## config.mk

```make
export PLATFORM = sky130hd
export DESIGN_NAME = chain_integrity_ctl
export DESIGN_NICKNAME = d
export VERILOG_FILES = /design/src/rtl/scanchk_pkg.sv /design/src/rtl/chk_pattern_gen.sv /design/src/rtl/chk_sequencer.sv /design/src/rtl/chk_compare.sv /design/src/rtl/chain_integrity_ctl.sv
export SDC_FILE = /design/constraint.sdc
export NUM_CORES = 1
export LEC_CHECK = 0
export BUFFER_PORTS_ARGS = -buffer_cell sky130_fd_sc_hd__buf_4
export CORE_AREA = 2 2 49 51
export CTS_BUF_LIST = sky130_fd_sc_hd__clkbuf_4 sky130_fd_sc_hd__clkbuf_8
export CTS_CLUSTER_DIAMETER = 80
export DETAILED_ROUTE_END_ITERATION = 7
export DIE_AREA = 0 0 51 53
export GPL_ROUTABILITY_DRIVEN = 0
export GPL_TIMING_DRIVEN = 0
export HOLD_SLACK_MARGIN = 0.08
export PLACE_DENSITY = 0.84
export SYNTH_ARGS = -nofsm -noshare
export SYNTH_HDL_FRONTEND = slang
export SYNTH_SLANG_ARGS = --single-unit
```

## constraint.sdc

```tcl
create_clock -name clk -period 4.7 [get_ports clk]
set_clock_uncertainty 0.1 [all_clocks]
set_input_delay 0.235 -clock clk [delete_from_list [all_inputs] [get_ports clk]]
set_output_delay 0.235 -clock clk [all_outputs]
set_load 0.05 [all_outputs]
```

## src/rtl/scanchk_pkg.sv

```systemverilog
package scanchk_pkg;

   // Width of a counter that must hold values 0..n-1 (at least 1 bit).
   function automatic int unsigned idx_width(input int unsigned n);
      return (n <= 2) ? 1 : $clog2(n);
   endfunction

endpackage

```

## src/rtl/chk_pattern_gen.sv

```systemverilog
// Test pattern source.
// Bit 0 is 1. After that the group 0,0,1,1 repeats.
// With that shape, a stuck-at-0, a stuck-at-1 or a one-place shift always mismatches.
module chk_pattern_gen #(
   parameter int unsigned W = 4
) (
   input  logic [W-1:0] idx,
   output logic         bit_o
);
   logic [W-1:0] prev;

   always_comb begin
      prev  = idx - W'(1);
      bit_o = (idx == '0) ? 1'b1 : prev[W > 1 ? 1 : 0];
   end

   generate
      if (W < 2) begin : g_bad_w
         $error("chk_pattern_gen: W must be at least 2");
      end
   endgenerate
endmodule

```

## src/rtl/chk_sequencer.sv

```systemverilog
// Run control: accepts start, counts the run steps, produces the done pulse.
module chk_sequencer #(
   parameter int unsigned CHAIN_LEN = 8,
   parameter int unsigned PAT_LEN   = 16,
   parameter int unsigned STEP_W    = 5
) (
   input  logic              clk,
   input  logic              rst_n,
   input  logic              start,
   output logic              busy,
   output logic              done,
   output logic [STEP_W-1:0] step,
   output logic              launch,
   output logic              finish,
   output logic              cmp_en
);
   localparam int unsigned TOTAL = CHAIN_LEN + PAT_LEN;
   localparam logic [STEP_W-1:0] LAST  = STEP_W'(TOTAL - 1);
   localparam logic [STEP_W-1:0] FIRST = STEP_W'(CHAIN_LEN);

   assign launch = start & ~busy;
   assign finish = busy & (step == LAST);
   assign cmp_en = busy & (step >= FIRST);

   always_ff @(posedge clk or negedge rst_n) begin
      if (!rst_n) begin
         busy <= 1'b0;
         done <= 1'b0;
         step <= '0;
      end else begin
         done <= finish;
         if (launch) begin
            busy <= 1'b1;
            step <= '0;
         end else if (finish) begin
            busy <= 1'b0;
            step <= '0;
         end else if (busy) begin
            step <= step + STEP_W'(1);
         end
      end
   end


   done_pulse_chk: assert property (@(posedge clk) disable iff (!rst_n)
      done |=> !done);


   done_after_busy_chk: assert property (@(posedge clk) disable iff (!rst_n)
      done |-> (!busy && $past(busy)));


   step_advance_chk: assert property (@(posedge clk) disable iff (!rst_n)
      (busy && step != LAST) |=> (busy && step == $past(step) + STEP_W'(1)));
endmodule

```

## src/rtl/chk_compare.sv

```systemverilog
// Mismatch bookkeeping: saturating count plus the first failing pattern index.
module chk_compare #(
   parameter int unsigned IDX_W = 4,
   parameter int unsigned CNT_W = 8
) (
   input  logic             clk,
   input  logic             rst_n,
   input  logic             clr,
   input  logic             cmp_en,
   input  logic [IDX_W-1:0] cmp_idx,
   input  logic             observed,
   input  logic             expected,
   output logic             miss_now,
   output logic             any_miss,
   output logic [IDX_W-1:0] first_idx,
   output logic [CNT_W-1:0] miss_cnt
);
   localparam logic [CNT_W-1:0] CNT_MAX = '1;

   // a 4-state inequality, so X or Z on the chain counts as a miss.
   assign miss_now = cmp_en & (observed !== expected);

   always_ff @(posedge clk or negedge rst_n) begin
      if (!rst_n) begin
         any_miss  <= 1'b0;
         first_idx <= '0;
         miss_cnt  <= '0;
      end else if (clr) begin
         any_miss  <= 1'b0;
         first_idx <= '0;
         miss_cnt  <= '0;
      end else if (miss_now) begin
         any_miss <= 1'b1;
         if (!any_miss) first_idx <= cmp_idx;
         if (miss_cnt != CNT_MAX) miss_cnt <= miss_cnt + CNT_W'(1);
      end
   end


   count_sat_chk: assert property (@(posedge clk) disable iff (!rst_n)
      (!clr && miss_cnt == CNT_MAX) |=> (miss_cnt == CNT_MAX));


   first_hold_chk: assert property (@(posedge clk) disable iff (!rst_n)
      (!clr && any_miss) |=> $stable(first_idx));
endmodule

```

## src/rtl/chain_integrity_ctl.sv

```systemverilog
module chain_integrity_ctl
   import scanchk_pkg::*;
#(
   parameter  int unsigned CHAIN_LEN = 8,
   parameter  int unsigned PAT_LEN   = 16,
   parameter  int unsigned CNT_W     = 8,
   localparam int unsigned IDX_W     = idx_width(PAT_LEN)
) (
   input  logic             clk,
   input  logic             rst_n,
   input  logic             start,
   output logic             busy,
   output logic             done,
   output logic             pass,
   output logic [IDX_W-1:0] fail_index,
   output logic [CNT_W-1:0] miss_count,
   output logic             chain_din,
   output logic             chain_shift_en,
   input  logic             chain_dout
);
   localparam int unsigned TOTAL  = CHAIN_LEN + PAT_LEN;
   localparam int unsigned STEP_W = idx_width(TOTAL) + 1;

   generate
      if (CHAIN_LEN < 1) begin : g_bad_chain
         $error("chain_integrity_ctl: CHAIN_LEN must be at least 1");
      end
      if (PAT_LEN < 2) begin : g_bad_pat
         $error("chain_integrity_ctl: PAT_LEN must be at least 2");
      end
      if (CNT_W < 1) begin : g_bad_cnt
         $error("chain_integrity_ctl: CNT_W must be at least 1");
      end
   endgenerate

   logic [STEP_W-1:0] step;
   logic [STEP_W-1:0] rel_step;
   logic              launch, finish, cmp_en;
   logic              drive_bit, exp_bit;
   logic              miss_now, any_miss;
   logic              pass_q;

   chk_sequencer #(
      .CHAIN_LEN(CHAIN_LEN), .PAT_LEN(PAT_LEN), .STEP_W(STEP_W)
   ) u_seq (
      .clk(clk), .rst_n(rst_n), .start(start), .busy(busy), .done(done),
      .step(step), .launch(launch), .finish(finish), .cmp_en(cmp_en)
   );

   chk_pattern_gen #(.W(STEP_W)) u_pat_drive (.idx(step), .bit_o(drive_bit));

   assign rel_step = step - STEP_W'(CHAIN_LEN);

   chk_pattern_gen #(.W(STEP_W)) u_pat_expect (.idx(rel_step), .bit_o(exp_bit));

   assign chain_shift_en = busy;
   assign chain_din      = busy & (step < STEP_W'(PAT_LEN)) & drive_bit;

   chk_compare #(.IDX_W(IDX_W), .CNT_W(CNT_W)) u_cmp (
      .clk(clk), .rst_n(rst_n), .clr(launch), .cmp_en(cmp_en),
      .cmp_idx(rel_step[IDX_W-1:0]), .observed(chain_dout), .expected(exp_bit),
      .miss_now(miss_now), .any_miss(any_miss), .first_idx(fail_index),
      .miss_cnt(miss_count)
   );

   always_ff @(posedge clk or negedge rst_n) begin
      if (!rst_n)      pass_q <= 1'b0;
      else if (launch) pass_q <= 1'b0;
      else if (finish) pass_q <= ~(any_miss | miss_now);
   end
   assign pass = pass_q;


   done_pass_chk: assert property (@(posedge clk) disable iff (!rst_n)
      done |-> (pass == (miss_count == '0)));


   pass_idle_chk: assert property (@(posedge clk) disable iff (!rst_n)
      busy |-> !pass);
endmodule

```

### Word level (Yosys, flattened, before mapping)

Cells that the tools add are included.

| word-level totals | value |
|---|---|
| input bits | 4 |
| register bits | 22 |
| word-level logic and storage cells | 52 |
| bits in writable memories | 0 |
| bits in read-only memories | 0 |
| memories | 0 |
| bits in latches | 0 |
| output and inout port bits | 17 |

| operators by class | value |
|---|---|
| bitwise gates (word level) | 9 |
| add/subtract/negate cells | 5 |
| multiply operators | 0 |
| mux-type cells | 17 |
| order comparisons | 2 |
| equality and inequality tests | 4 |
| shift operators | 0 |
| div/mod/pow operators | 0 |
| reduce and logical (&&, ||, !) cells | 8 |

Operators by type and width:

| operator | count |
|---|---|
| 8-bit 2-to-1 mux | 3 |
| 6-bit 2-to-1 mux | 3 |
| 6-bit logical NOT | 2 |
| 4-bit 2-to-1 mux | 3 |
| 8-bit by 1-bit adder with 8-bit output, second input constant | 1 |
| 1-bit 2-to-1 mux | 8 |
| 8-bit inequality test, second input constant | 1 |
| 6-bit by 1-bit adder with 6-bit output, second input constant | 1 |
| 1-bit AND | 6 |
| 6-bit by 5-bit equality test with 1-bit output, second input constant | 1 |
| 6-bit by 4-bit greater-or-equal comparator with 1-bit output, second input constant | 1 |
| 6-bit by 5-bit < comparator with 1-bit output, second input constant | 1 |
| 2-bit nonzero test | 3 |
| 6-bit by 4-bit subtractor with 6-bit output, second input constant | 1 |
| 2-bit AND reduction | 2 |
| 2-bit by 1-bit subtractor with 2-bit output, second input constant | 2 |
| 3-bit nonzero test | 1 |
| 2-bit inequality test, second input constant | 1 |
| 1-bit NOT | 2 |
| 1-bit !== test | 1 |
| 1-bit OR | 1 |

### Depth between registers and ports, before layout

Gate-level depths: netlist (run 1).

| depth | value |
|---|---|
| depth after elaboration | 9 |
| gate-level depth with buffers | 5 |
| mapped depth without buffers | 5 |

### Hierarchy

From an unflattened synthesis (run 1), not the netlist that was laid out.

| unflattened totals | value |
|---|---|
| cell total of the unflattened synthesis | 117 |
| area total of the unflattened synthesis | 1172.4 um^2 |

Modules (own cells, without submodules):

| module | times used | area an instance (um^2) | cells an instance |
|---|---|---|---|
| chk_compare | 1 | 659.4 | 63 |
| chk_sequencer | 1 | 401.6 | 40 |
| chain_integrity_ctl | 1 | 93.8 | 12 |
| chk_pattern_gen | 2 | 8.8 | 1 |

### Least setup slack after synthesis (run 1)

OpenSTA, ideal clock, no wires.

| timing path | value |
|---|---|
| path kind | flip-flop to output port |
| start point | register u_seq.busy |
| end point | output chain_din |
| stages on the path, launching flop included | 3 |
| setup slack | 2.382 ns |
| path buffers | 0 |
| data arrival time | 1.983 ns |
| data required time | 4.365 ns |
| cells stage by stage | dfrtp_1 nand2b_2 nor3_1 |

| on the way | value |
|---|---|
| word-level cells in the longest chain between the ends | 2 |

RTL lines:

| what | RTL line | RTL |
|---|---|---|
| start, declared | chk_sequencer.sv:10 | `output logic busy,` |
| start signal, assigned | chk_sequencer.sv:27 | `busy <= 1'b0;` |
| start signal, assigned | chk_sequencer.sv:33 | `busy <= 1'b1;` |
| start signal, assigned | chk_sequencer.sv:36 | `busy <= 1'b0;` |
| 1-bit AND (2 in a row) | chain_integrity_ctl.sv:57 | `assign chain_din = busy & (step < STEP_W'(PAT_LEN)) & drive_bit;` |
| end, declared | chain_integrity_ctl.sv:17 | `output logic chain_din,` |

No other way between the ends.

### Worst setup path in the final report (run 1)

| timing path | value |
|---|---|
| start point | register u_seq.step[0] |
| end point | register u_cmp.miss_cnt[3] |

| on the way | value |
|---|---|
| word-level cells in the longest chain between the ends | 7 |

RTL lines:

| what | RTL line | RTL |
|---|---|---|
| start, declared | chk_sequencer.sv:12 | `output logic [STEP_W-1:0] step,` |
| start signal, assigned | chk_sequencer.sv:39 | `step <= step + STEP_W'(1);` |
| 6-bit by 4-bit subtractor with 6-bit output | chain_integrity_ctl.sv:52 | `assign rel_step = step - STEP_W'(CHAIN_LEN);` |
| 2-bit by 1-bit subtractor with 2-bit output or 6-bit logical NOT (tied branches) | chk_pattern_gen.sv:13, chk_pattern_gen.sv:14 |  |
| 1-bit 2-to-1 mux | chk_pattern_gen.sv:14 | `bit_o = (idx == '0) ? 1'b1 : prev[W > 1 ? 1 : 0];` |
| 1-bit !== test | chk_compare.sv:21 | `assign miss_now = cmp_en & (observed !== expected);` |
| 1-bit AND * | chk_compare.sv:21 |  |
| 2-bit nonzero test (no source line) * | -- |  |
| 2-bit AND reduction (no source line) * | -- |  |
| end signal, assigned | chk_compare.sv:35 | `if (miss_cnt != CNT_MAX) miss_cnt <= miss_cnt + CNT_W'(1);` |
| end, declared | chk_compare.sv:16 | `output logic [CNT_W-1:0] miss_cnt` |

Mark *: on every way between the ends. The rest lies on a longest branch, timed or not.
A chain may end at the register's enable or synchronous reset.

==> flow_summary.json, run 1 <==
{
  "status": "finished, final reports clean",
  "die_w_um": 51,
  "cts_made_buffers": 3,
  "critPathKind": "reg -> reg",
  "cts_tree": "yes",
  "hold_viol": 0,
  "final_cell_mix": "22 x dfrtp_1, 21 x buf_4, 16 x nand2_1",
  "synth_edf_count": 0,
  "cp_slowest_stage_delay_ns": 0.44,
  "ys.flop_type": "dfrtp_1",
  "grt_pass1_wl_um": 4236,
  "final_antenna_net_count": 0,
  "final_layout_size_suffix_gt1_frac": 0.2431,
  "period_minus_slack_ns": 1.965,
  "clk_latency_ns": 0.32,
  "setup_violations": 0,
  "synthTopCellsByArea": "dfrtp_1 47%, nand2_1 5.2%, a21oi_1 2.6%",
  "leakagePower_nw": 0.6083,
  "whs_ns": 0.2248,
  "fp.dieArea_um2": 2703,
  "p_per_area_nw_per_um2": 753.0,
  "slew_headroom": 0.6825,
  "design_power_total_mw": 1.068,
  "grt_pass1_vias": 910,
  "path_max_fanout": 5,
  "post_cts_resized": 0,
  "grt_max_degree": 23,
  "cts_max_level": 1,
  "drtIter0Drc": 28,
  "synth_warnings": 0,
  "fmax_ghz": 0.5090,
  "yosysSeqAreaShare": 0.4741,
  "hold_path_class": "in -> async",
  "dp_hpwl_um": 1767,
  "drt_first_pass_iters": 4,
  "grt_overflow": 0,
  "drc": 0,
  "tightest_slew_ns": 0.4737,
  "ys_ff_latch": 22,
  "fin_tns_setup_ns": 0,
  "yosysTopAreaCell": "dfrtp_1",
  "rsz0062_at_grt": "false",
  "cts_setup_buffers": 0,
  "drv_cap": 0,
  "yosys.cell_types.count": 41,
  "cts_root_buffer": "clkbuf_4",
  "crit_required_ns": 4.83,
  "numClockSinks": 22,
  "synth_nets": 124,
  "start_kind": "flop",
  "report.final.slew_viol_count": 0,
  "cp.arrival_ns": 2.10,
  "async_reset_ff_frac": 1.000,
  "max-vdd-ir-drop_mv": 0.4437,
  "critPathCaptureType": "flop",
  "core_um2": 2148,
  "port_buffers": 20,
  "synth_area_per_cell_um2": 9.840,
  "routed_wl_um": 2462,
  "hold_buffers": 2,
  "wl_per_cell_um": 14.31,
  "vias": 1015,
  "crit_path_cell_trace": "ha_1, xnor2_1, and3_4, a21oi_1, a311oi_2",
  "synthesis.area_um2": 1161,
  "antenna_found_initial": 0,
  "gr-usage-all-layers": 0.2134,
  "netlist.area_leader.share": 0.4741,
  "synth_cells": 118,
  "fin_nets": 151,
  "clk_pin_slew_ns": 0.13,
  "area_delta_synth_final_pct": 22.20,
  "clockBufferDepth": 2,
  "vias_per_cell": 5.901,
  "layout_commonest_cell": "dfrtp_1",
  "die_h_um": 53,
  "rows": 17,
  "n_antenna_cell": 0,
  "start_util": 0.5405,
  "crit_slowest_cell": "dfrtp_1",
  "fin_crit_sh": 0.4180,
  "ios": 21
}
report_power, final:
part	internal (mW)	leakage [nW]	switching, mW
sequential	0.258	0.275	0.0732
clock	0.0862	0.0279	0.0617
combinational	0.204	0.306	0.386
layout make-up:
class	count	area (µm²)
fillers	168	729.5
inverters	2	7.507
multi-input cells	90	576.8
clock buffers	3	22.52
clock inverters	1	30.03
well taps	28	35.03
flip-flops and latches	22	550.5
plain buffers	4	26.28
repair buffers	22	170.2
flip-flops by register name, indices dropped and copies added, names as in the netlist:
signal / flops
pass: 1
u_cmp.any_miss: 1
u_cmp.first_idx: 4
u_cmp.miss_cnt: 8
u_seq.busy: 1
u_seq.done: 1
u_seq.step: 6
routing by layer:
layer,vias to the layer above,wire length (µm),global-route usage
met2,38,1164,0.3377
met3,4,139,0.03955
li1,487,-,-
met1,486,1120,0.2813
met4,0,38,0.1036
met5,-,0,0
synth_stat cells, types with 2 or more instances:
cell type / instances
nand3b_1: 2
o22ai_1: 2
a211oi_1: 2
o31ai_1: 3
nand4_1: 2
ha_1: 2
nand3_1: 6
nand2_1: 16
dfrtp_1: 22
nor2b_1: 3
a41oi_1: 2
a21oi_1: 6
nand2b_1: 3
nor3_1: 5
inv_1: 2
nor2_1: 8
and3_1: 2
o21ai_0: 4
o21ai_1: 4
stage by stage:
stage / setup slack (ns) / cells / util / cell area, µm²
3_3_place_gp: 2.846 / 166 / 0.6267 / 1346
4_1_cts: 2.738 / 172 / 0.6605 / 1419
5_1_grt: 2.612 / 172 / 0.6605 / 1419
6_report: 2.735 / 172 / 0.6605 / 1419
3_5_place_dp: 2.762 / 166 / 0.6267 / 1346
2_1_floorplan: 2.382 / 118 / - / 1161
worst max-delay path: cells and delay by family, from the launching register on:
family,cells,cell delay (ns)
simple gates,1,0.29
fa+ha+maj,1,0.38
xor+xnor,1,0.34
flops,1,0.44
compound gates,2,0.33
logic make-up (layout without fill, tap and decap cells):
kind of cell / count (synthesis) / in the layout / share of synthesized area
flops: 22 / 22 / 0.4741
xor+xnor: 2 / 2 / 0.01509
mux: 1 / 1 / 0.008621
simple gates: 54 / 54 / 0.2532
buf+inv: 6 / 32 / 0.02909
fa+ha+maj: 2 / 2 / 0.02155
compound gates: 31 / 31 / 0.1983
worst paths after layout:
check                                    from                  to  slack, ns  cells past startpoint
hold reg to reg            u_cmp.first_idx[0]  u_cmp.first_idx[0]       0.42                      2
hold / removal                          rst_n       u_seq.step[1]       0.22                      2
setup / recovery                u_seq.step[0]   u_cmp.miss_cnt[3]       2.74                      5
setup reg to reg                u_seq.step[0]   u_cmp.miss_cnt[3]       2.74                      5
max in group asynchronous               rst_n      u_cmp.any_miss       4.05                      2
min in group clk                   chain_dout      u_cmp.any_miss       0.31                      4
Note: power is estimated with default switching activity, not from simulation.
==> inputs of run 2 (changes only) <==
--- a/config.mk
+++ b/config.mk
@@ -5,16 +5,17 @@
 export SDC_FILE = /design/constraint.sdc
 export NUM_CORES = 1
 export LEC_CHECK = 0
+export ABC_AREA = 1
 export BUFFER_PORTS_ARGS = -buffer_cell sky130_fd_sc_hd__buf_4
-export CORE_AREA = 2 2 49 51
+export CORE_AREA = 2 2 51 53
 export CTS_BUF_LIST = sky130_fd_sc_hd__clkbuf_4 sky130_fd_sc_hd__clkbuf_8
 export CTS_CLUSTER_DIAMETER = 80
 export DETAILED_ROUTE_END_ITERATION = 7
-export DIE_AREA = 0 0 51 53
+export DIE_AREA = 0 0 53 55
 export GPL_ROUTABILITY_DRIVEN = 0
 export GPL_TIMING_DRIVEN = 0
 export HOLD_SLACK_MARGIN = 0.08
-export PLACE_DENSITY = 0.84
+export PLACE_DENSITY = 0.81
 export SYNTH_ARGS = -nofsm -noshare
 export SYNTH_HDL_FRONTEND = slang
 export SYNTH_SLANG_ARGS = --single-unit
==> constraint.sdc (replaced) <==
create_clock -name clk -period 1.9 [get_ports clk]
set_clock_uncertainty 0.1 [all_clocks]
set_input_delay 0.095 -clock clk [delete_from_list [all_inputs] [get_ports clk]]
set_output_delay 0.095 -clock clk [all_outputs]
set_load 0.05 [all_outputs]
==> run 2 against run 1 <==
Compared with the run above: critical path type unchanged; non-clock buffer count down 1; power up 150%; largest cell class unchanged; flip-flop and latch count unchanged; critical endpoint is now u_cmp.miss_cnt[2]; highest routed layer unchanged; clock power up 76%.
==> flow_summary.json, run 2 <==
{
  "synth_edf_count": 0,
  "grt_overflow": 0,
  "die_h_um": 55,
  "endpoint": "u_cmp.miss_cnt[2]",
  "yosysSeqAreaShare": 0.4527,
  "hold_path_class": "in -> async",
  "synth_cells": 161,
  "path_max_fanout": 8,
  "layout_commonest_cell": "nand2_1",
  "area_delta_synth_final_pct": 23.87,
  "max-vdd-ir-drop_mv": 1.114,
  "slew_headroom": 0.7760,
  "vias": 1151,
  "drv_cap": 0,
  "top_regs": "u_cmp.miss_cnt (8), u_seq.step (6), u_cmp.first_idx (4)",
  "grt_pass1_wl_um": 4478,
  "start_util": 0.5143,
  "report.final.slew_viol_count": 0,
  "status": "finished, final reports clean",
  "reg2regPathDepth": 8,
  "port_buffers": 20,
  "hold_viol": 0,
  "grt_util_met1": 0.2401,
  "numClockSinks": 22,
  "p_switching_mw": 1.389,
  "crit_required_ns": 2.01,
  "n_antenna_cell": 0,
  "design_area_um2": 1506,
  "critPathCaptureType": "flop",
  "grtUsageMet2": 0.3917,
  "leakagePower_nw": 0.8023,
  "ff_latch_area_um2": 550.5,
  "fmax_ghz": 0.5892,
  "yosysMostFrequentCell": "nand2_1",
  "cp.arrival_ns": 1.81,
  "ios": 21,
  "yosys.cell_types.count": 23,
  "yosysTopAreaCell": "dfrtp_1",
  "vias_per_cell": 5.280,
  "fp.dieArea_um2": 2915,
  "p_per_area_nw_per_um2": 1750,
  "largest_reg_flops": 8,
  "cts_max_level": 1,
  "startpoint": "u_seq.step[0]",
  "largest_register": "u_cmp.miss_cnt",
  "die_w_um": 53,
  "fin_nets": 195,
  "cts_root_buffer": "clkbuf_4",
  "netlist.area_leader.share": 0.4527,
  "grt_max_degree": 23,
  "cts_made_buffers": 3,
  "multi_input_area_um2": 608.1,
  "ys_ff_latch": 22,
  "final_cell_mix": "56 x nand2_1, 22 x dfrtp_1, 21 x buf_4",
  "grtUsageMet3": 0.03226,
  "clk_latency_ns": 0.31,
  "routed_wl_um": 2696,
  "setup_violations": 0,
  "seqPwrFrac": 0.326,
  "stdcell_count": 218,
  "clk_pin_slew_ns": 0.12,
  "num-fill-cells": 203,
  "synth_nets": 167,
  "ys.flop_type": "dfrtp_1",
  "drtIter0Drc": 34,
  "post-place-cells": 211,
  "synth_common_cells": "56 x nand2_1, 22 x dfrtp_1, 16 x nor2_1, 15 x inv_1, 10 x nand3_1",
  "final_antenna_net_count": 0,
  "critPathKind": "reg -> reg",
  "fin_tns_setup_ns": 0,
  "rsz0062_at_grt": "false",
  "dp_hpwl_um": 2000,
  "final_layout_size_suffix_gt1_frac": 0.2234,
  "r2r_start": "u_seq.step[0]",
  "period_minus_slack_ns": 1.697,
  "wl_per_cell_um": 12.37,
  "combPwrFrac": 0.575,
  "cts_tree": "yes",
  "p_clk_frac": 0.099,
  "drc": 0,
  "rows": 18,
  "async_reset_ff_frac": 1.000,
  "dpl_cell_area_um2": 1419,
  "core_um2": 2365,
  "synth_warnings": 0,
  "start_kind": "flop",
  "top_usage_layer": "met2",
  "antenna_found_initial": 0,
  "rrSetupSlack_ns": 0.20,
  "drt_first_pass_iters": 4,
  "worstReg2RegEnd": "u_cmp.miss_cnt[2]",
  "gr-usage-all-layers": 0.2108,
  "switching_share": 0.5269,
  "synthTopCellsByArea": "dfrtp_1 45%, nand2_1 17%, nor2_1 4.9%",
  "internal_power_mw": 1.247,
  "fin_crit_sh": 0.8932,
  "synthesis.area_um2": 1216,
  "clockBufferDepth": 2,
  "grt_pass1_vias": 1099,
  "tightest_slew_ns": 0.3348,
  "synth_area_per_cell_um2": 7.554
}
-- run 2: final cells by class --
class / count / area share
Tap cell: 30 / 0.02492
Sequential cell: 22 / 0.3654
Timing Repair Buffer: 23 / 0.1196
Clock buffer: 4 / 0.02409
Multi-Input combinational cell: 117 / 0.4037
Inverter: 20 / 0.04983
Buffer: 2 / 0.01246
-- run 2: cells by family after synthesis --
kind of cell | count (synthesis) | share of synthesized area
AO/OA/AOI/OAI | 13 | 0.06378
XOR/XNOR | 3 | 0.02161
adder cells (fa/ha/maj) | 2 | 0.02057
buffers and inverters | 22 | 0.07715
flip-flops | 22 | 0.4527
AND/OR/NAND/NOR | 99 | 0.3642
-- run 2: power groups by stage --
| stage | Combinational (mW) | Clock [mW] | Sequential (mW) |
|---|---|---|---|
| global placement | 1.41 | 0 | 0.842 |
| detailed placement | 1.46 | 0 | 0.851 |
| global route | 1.66 | 0.282 | 0.883 |
| CTS | 1.47 | 0.270 | 0.842 |
| finish | 1.52 | 0.261 | 0.858 |
| floorplan | 0.758 | 0 | 1.14 |
-- run 2: per-stage QoR --
stage | power, mW | setup WS, ns | hold WS [ns] | utilization
after floorplan | 1.903 | 0.1580 | -0.3006 | -
after global placement | 2.255 | 0.1537 | -0.1029 | 0.6000
after detailed placement | 2.309 | 0.1306 | -0.09831 | 0.6000
after CTS | 2.579 | 0.1090 | 0.1026 | 0.6280
after global routing | 2.824 | 0.04454 | 0.1154 | 0.6370
final | 2.636 | 0.2029 | 0.09272 | 0.6370
-- run 2: layer usage --
layer / routed length, µm / vias up
li1: - / 569
met1: 1115 / 546
met3: 101 / 5
met2: 1448 / 31
met4: 30 / 0
met5: 0 / -
-- run 2: worst min path at each step --
stage / start / end / slack (ns)
2_1_floorplan: rst_n / pass / -0.30
5_1_grt: rst_n / u_cmp.miss_cnt[1] / 0.12
3_3_place_gp: rst_n / u_cmp.miss_cnt[2] / -0.10
4_1_cts: rst_n / u_cmp.miss_cnt[3] / 0.10
3_5_place_dp: rst_n / u_cmp.miss_cnt[1] / -0.1
6_report: rst_n / u_cmp.miss_cnt[0] / 0.09
-- run 2: repair_timing --
item | 4_1_cts | 5_1_grt
setup buffers | 0 | 0
hold endpoints to repair | 28 | 0
hold buffers | 3 | 0
endpoints found under the setup margin | 0 | 11
resized for setup | 0 | 3
-- run 2: critical path: stages (launching register included) --
cell and delay [ns]:
dfrtp_1 0.48, ha_4 0.32, inv_1 0.06, a21oi_2 0.13
nand3_2 0.15, nand2_4 0.14, nand2_4 0.09, nand2_1 0.07
nand2_1 0.05
==> inputs of run 3 (changes only) <==
--- a/config.mk
+++ b/config.mk
@@ -7,15 +7,15 @@
 export LEC_CHECK = 0
 export ABC_AREA = 1
 export BUFFER_PORTS_ARGS = -buffer_cell sky130_fd_sc_hd__buf_4
-export CORE_AREA = 2 2 51 53
+export CORE_AREA = 2 2 46 58
 export CTS_BUF_LIST = sky130_fd_sc_hd__clkbuf_4 sky130_fd_sc_hd__clkbuf_8
 export CTS_CLUSTER_DIAMETER = 80
 export DETAILED_ROUTE_END_ITERATION = 7
-export DIE_AREA = 0 0 53 55
+export DIE_AREA = 0 0 48 60
 export GPL_ROUTABILITY_DRIVEN = 0
 export GPL_TIMING_DRIVEN = 0
 export HOLD_SLACK_MARGIN = 0.08
-export PLACE_DENSITY = 0.81
+export PLACE_DENSITY = 0.82
 export SYNTH_ARGS = -nofsm -noshare
 export SYNTH_HDL_FRONTEND = slang
 export SYNTH_SLANG_ARGS = --single-unit
==> run 3 against run 2 <==
Compared with the run above: flip-flop and latch count is the same; final area shrank 0.33%; non-clock buffer count stayed put; global-route usage increased by 0.91 points; critical path type unchanged; largest power group unchanged; highest routed layer unchanged.
==> flow_summary.json, run 3 (synthesis gave the netlist of run 2 again) <==
{
  "path_max_fanout": 8,
  "core_um2": 2377,
  "path_delay_family": "simple AND/OR/NAND/NOR gates",
  "area_delta_synth_final_pct": 23.46,
  "layout_commonest_cell": "nand2_1",
  "post-place-cells": 214,
  "drt_first_pass_iters": 4,
  "leakagePower_nw": 0.7970,
  "grt_max_degree": 23,
  "num-fill-cells": 208,
  "crit_top_cell": "nand2_1",
  "drc": 0,
  "slew_headroom": 0.7617,
  "final_antenna_net_count": 0,
  "dpl_worst_slack_ns": 0.1026,
  "fp.dieArea_um2": 2880,
  "tightest_slew_ns": 0.3562,
  "switching_share": 0.5289,
  "design_power_total_mw": 2.622,
  "critPathCaptureType": "flop",
  "p_clk_frac": 0.100,
  "setup_ws_ns": 0.1661,
  "whs_ns": 0.09414,
  "status": "finished, final reports clean",
  "grt_overflow": 0,
  "final_cell_mix": "56 x nand2_1, 22 x dfrtp_1, 21 x buf_4",
  "drv_cap": 0,
  "largest_reg_flops": 8,
  "dpl_cell_area_um2": 1423,
  "clockBufferDepth": 2,
  "rows": 20,
  "grt_pass1_vias": 1049,
  "largest_register": "u_cmp.miss_cnt",
  "n_antenna_cell": 0,
  "max-vdd-ir-drop_mv": 1.222,
  "p_switching_mw": 1.387,
  "internal_power_mw": 1.235,
  "top_regs": "u_cmp.miss_cnt (8), u_seq.step (6), u_cmp.first_idx (4)",
  "crit_slowest_cell": "dfrtp_1",
  "gr-usage-all-layers": 0.2199,
  "cts_root_buffer": "clkbuf_4",
  "critPathKind": "reg -> reg",
  "hold_path_class": "in -> async",
  "final_core_util": 0.6316,
  "wl_per_cell_um": 12.82,
  "final_layout_size_suffix_gt1_frac": 0.2181,
  "period_minus_slack_ns": 1.734,
  "seqPwrFrac": 0.331,
  "fmax_ghz": 0.5767,
  "die_w_um": 48,
  "crit_required_ns": 2.02,
  "routed_wl_um": 2834,
  "cts_made_buffers": 3,
  "combPwrFrac": 0.569,
  "antenna_found_initial": 0,
  "start_kind": "flop",
  "cts_max_level": 1,
  "vias": 1141,
  "crit_path_cell_trace": "ha_4, inv_1, a21oi_2, nand3_2, nand2_2, nand2_4, nand2_1, nand2_1",
  "cp_slowest_stage_delay_ns": 0.49,
  "numClockSinks": 22,
  "grt_pass1_wl_um": 4402,
  "p_per_area_nw_per_um2": 1746,
  "start_util": 0.5116,
  "fin_crit_sh": 0.9126,
  "stdcell_count": 221,
  "cts_setup_buffers": 0,
  "dp_hpwl_um": 2041,
  "hold_viol": 0,
  "fin_nets": 195,
  "die_h_um": 60,
  "worst-path-buf-inv": 1,
  "cts_tree": "yes",
  "rsz0062_at_grt": "false",
  "drtIter0Drc": 26,
  "design_area_um2": 1501,
  "cp.arrival_ns": 1.86,
  "fin_tns_setup_ns": 0,
  "ios": 21,
  "clk_pin_slew_ns": 0.12,
  "setup_violations": 0,
  "report.final.slew_viol_count": 0,
  "clk_latency_ns": 0.32,
  "port_buffers": 20,
  "vias_per_cell": 5.163
}
-- run 3: cell counts in the layout (fill, tap and decap cells not counted) --
No cell type changed its count.
-- run 3: what timing repair did --
item	4_1_cts	5_1_grt
setup endpoints to repair	0	12
endpoints found under the hold margin	30	0
hold buffers	3	0
gates resized for setup	0	1
-- run 3: layout make-up --
type                       instances  area, µm²  area share
multi-input combinational        117      599.3      0.3992
sequential                        22      550.5      0.3667
timing repair buffer              23      180.2      0.1200
inverter                          20      75.07     0.05000
tap                               33      41.29     0.02750
clock buffer                       4      36.28     0.02417
buffer                             2      18.77     0.01250
-- run 3: power by group through the flow --
| stage | Sequential [mW] | Clock (mW) | Combinational [mW] |
|---|---|---|---|
| 5_1_grt | 0.890 | 0.289 | 1.63 |
| 3_5_place_dp | 0.862 | 0 | 1.45 |
| 4_1_cts | 0.853 | 0.273 | 1.47 |
| 2_1_floorplan | 1.14 | 0 | 0.758 |
| 3_3_place_gp | 0.843 | 0 | 1.41 |
| 6_report | 0.867 | 0.263 | 1.49 |
-- run 3: metal layers --
metal / wire length (µm) / GRT usage
met2: 1578 / 0.3924
met1: 1126 / 0.2336
met5: 0 / 0
met3: 73 / 0.02719
met4: 55 / 0.1274
-- run 3: final timing paths --
kind / startpoint / end / slack [ns] / cells after the start
worst max register to register: u_seq.step[0] / u_cmp.miss_cnt[3] / 0.17 / 8
min in group clk: u_cmp.first_idx[2] / u_cmp.first_idx[2] / 0.39 / 2
worst min register to register: u_cmp.first_idx[2] / u_cmp.first_idx[2] / 0.39 / 2
worst max-delay path: u_seq.step[0] / u_cmp.miss_cnt[3] / 0.17 / 8
max in group asynchronous: rst_n / u_cmp.first_idx[0] / 1.38 / 2
worst min-delay path: rst_n / u_cmp.miss_cnt[0] / 0.09 / 2
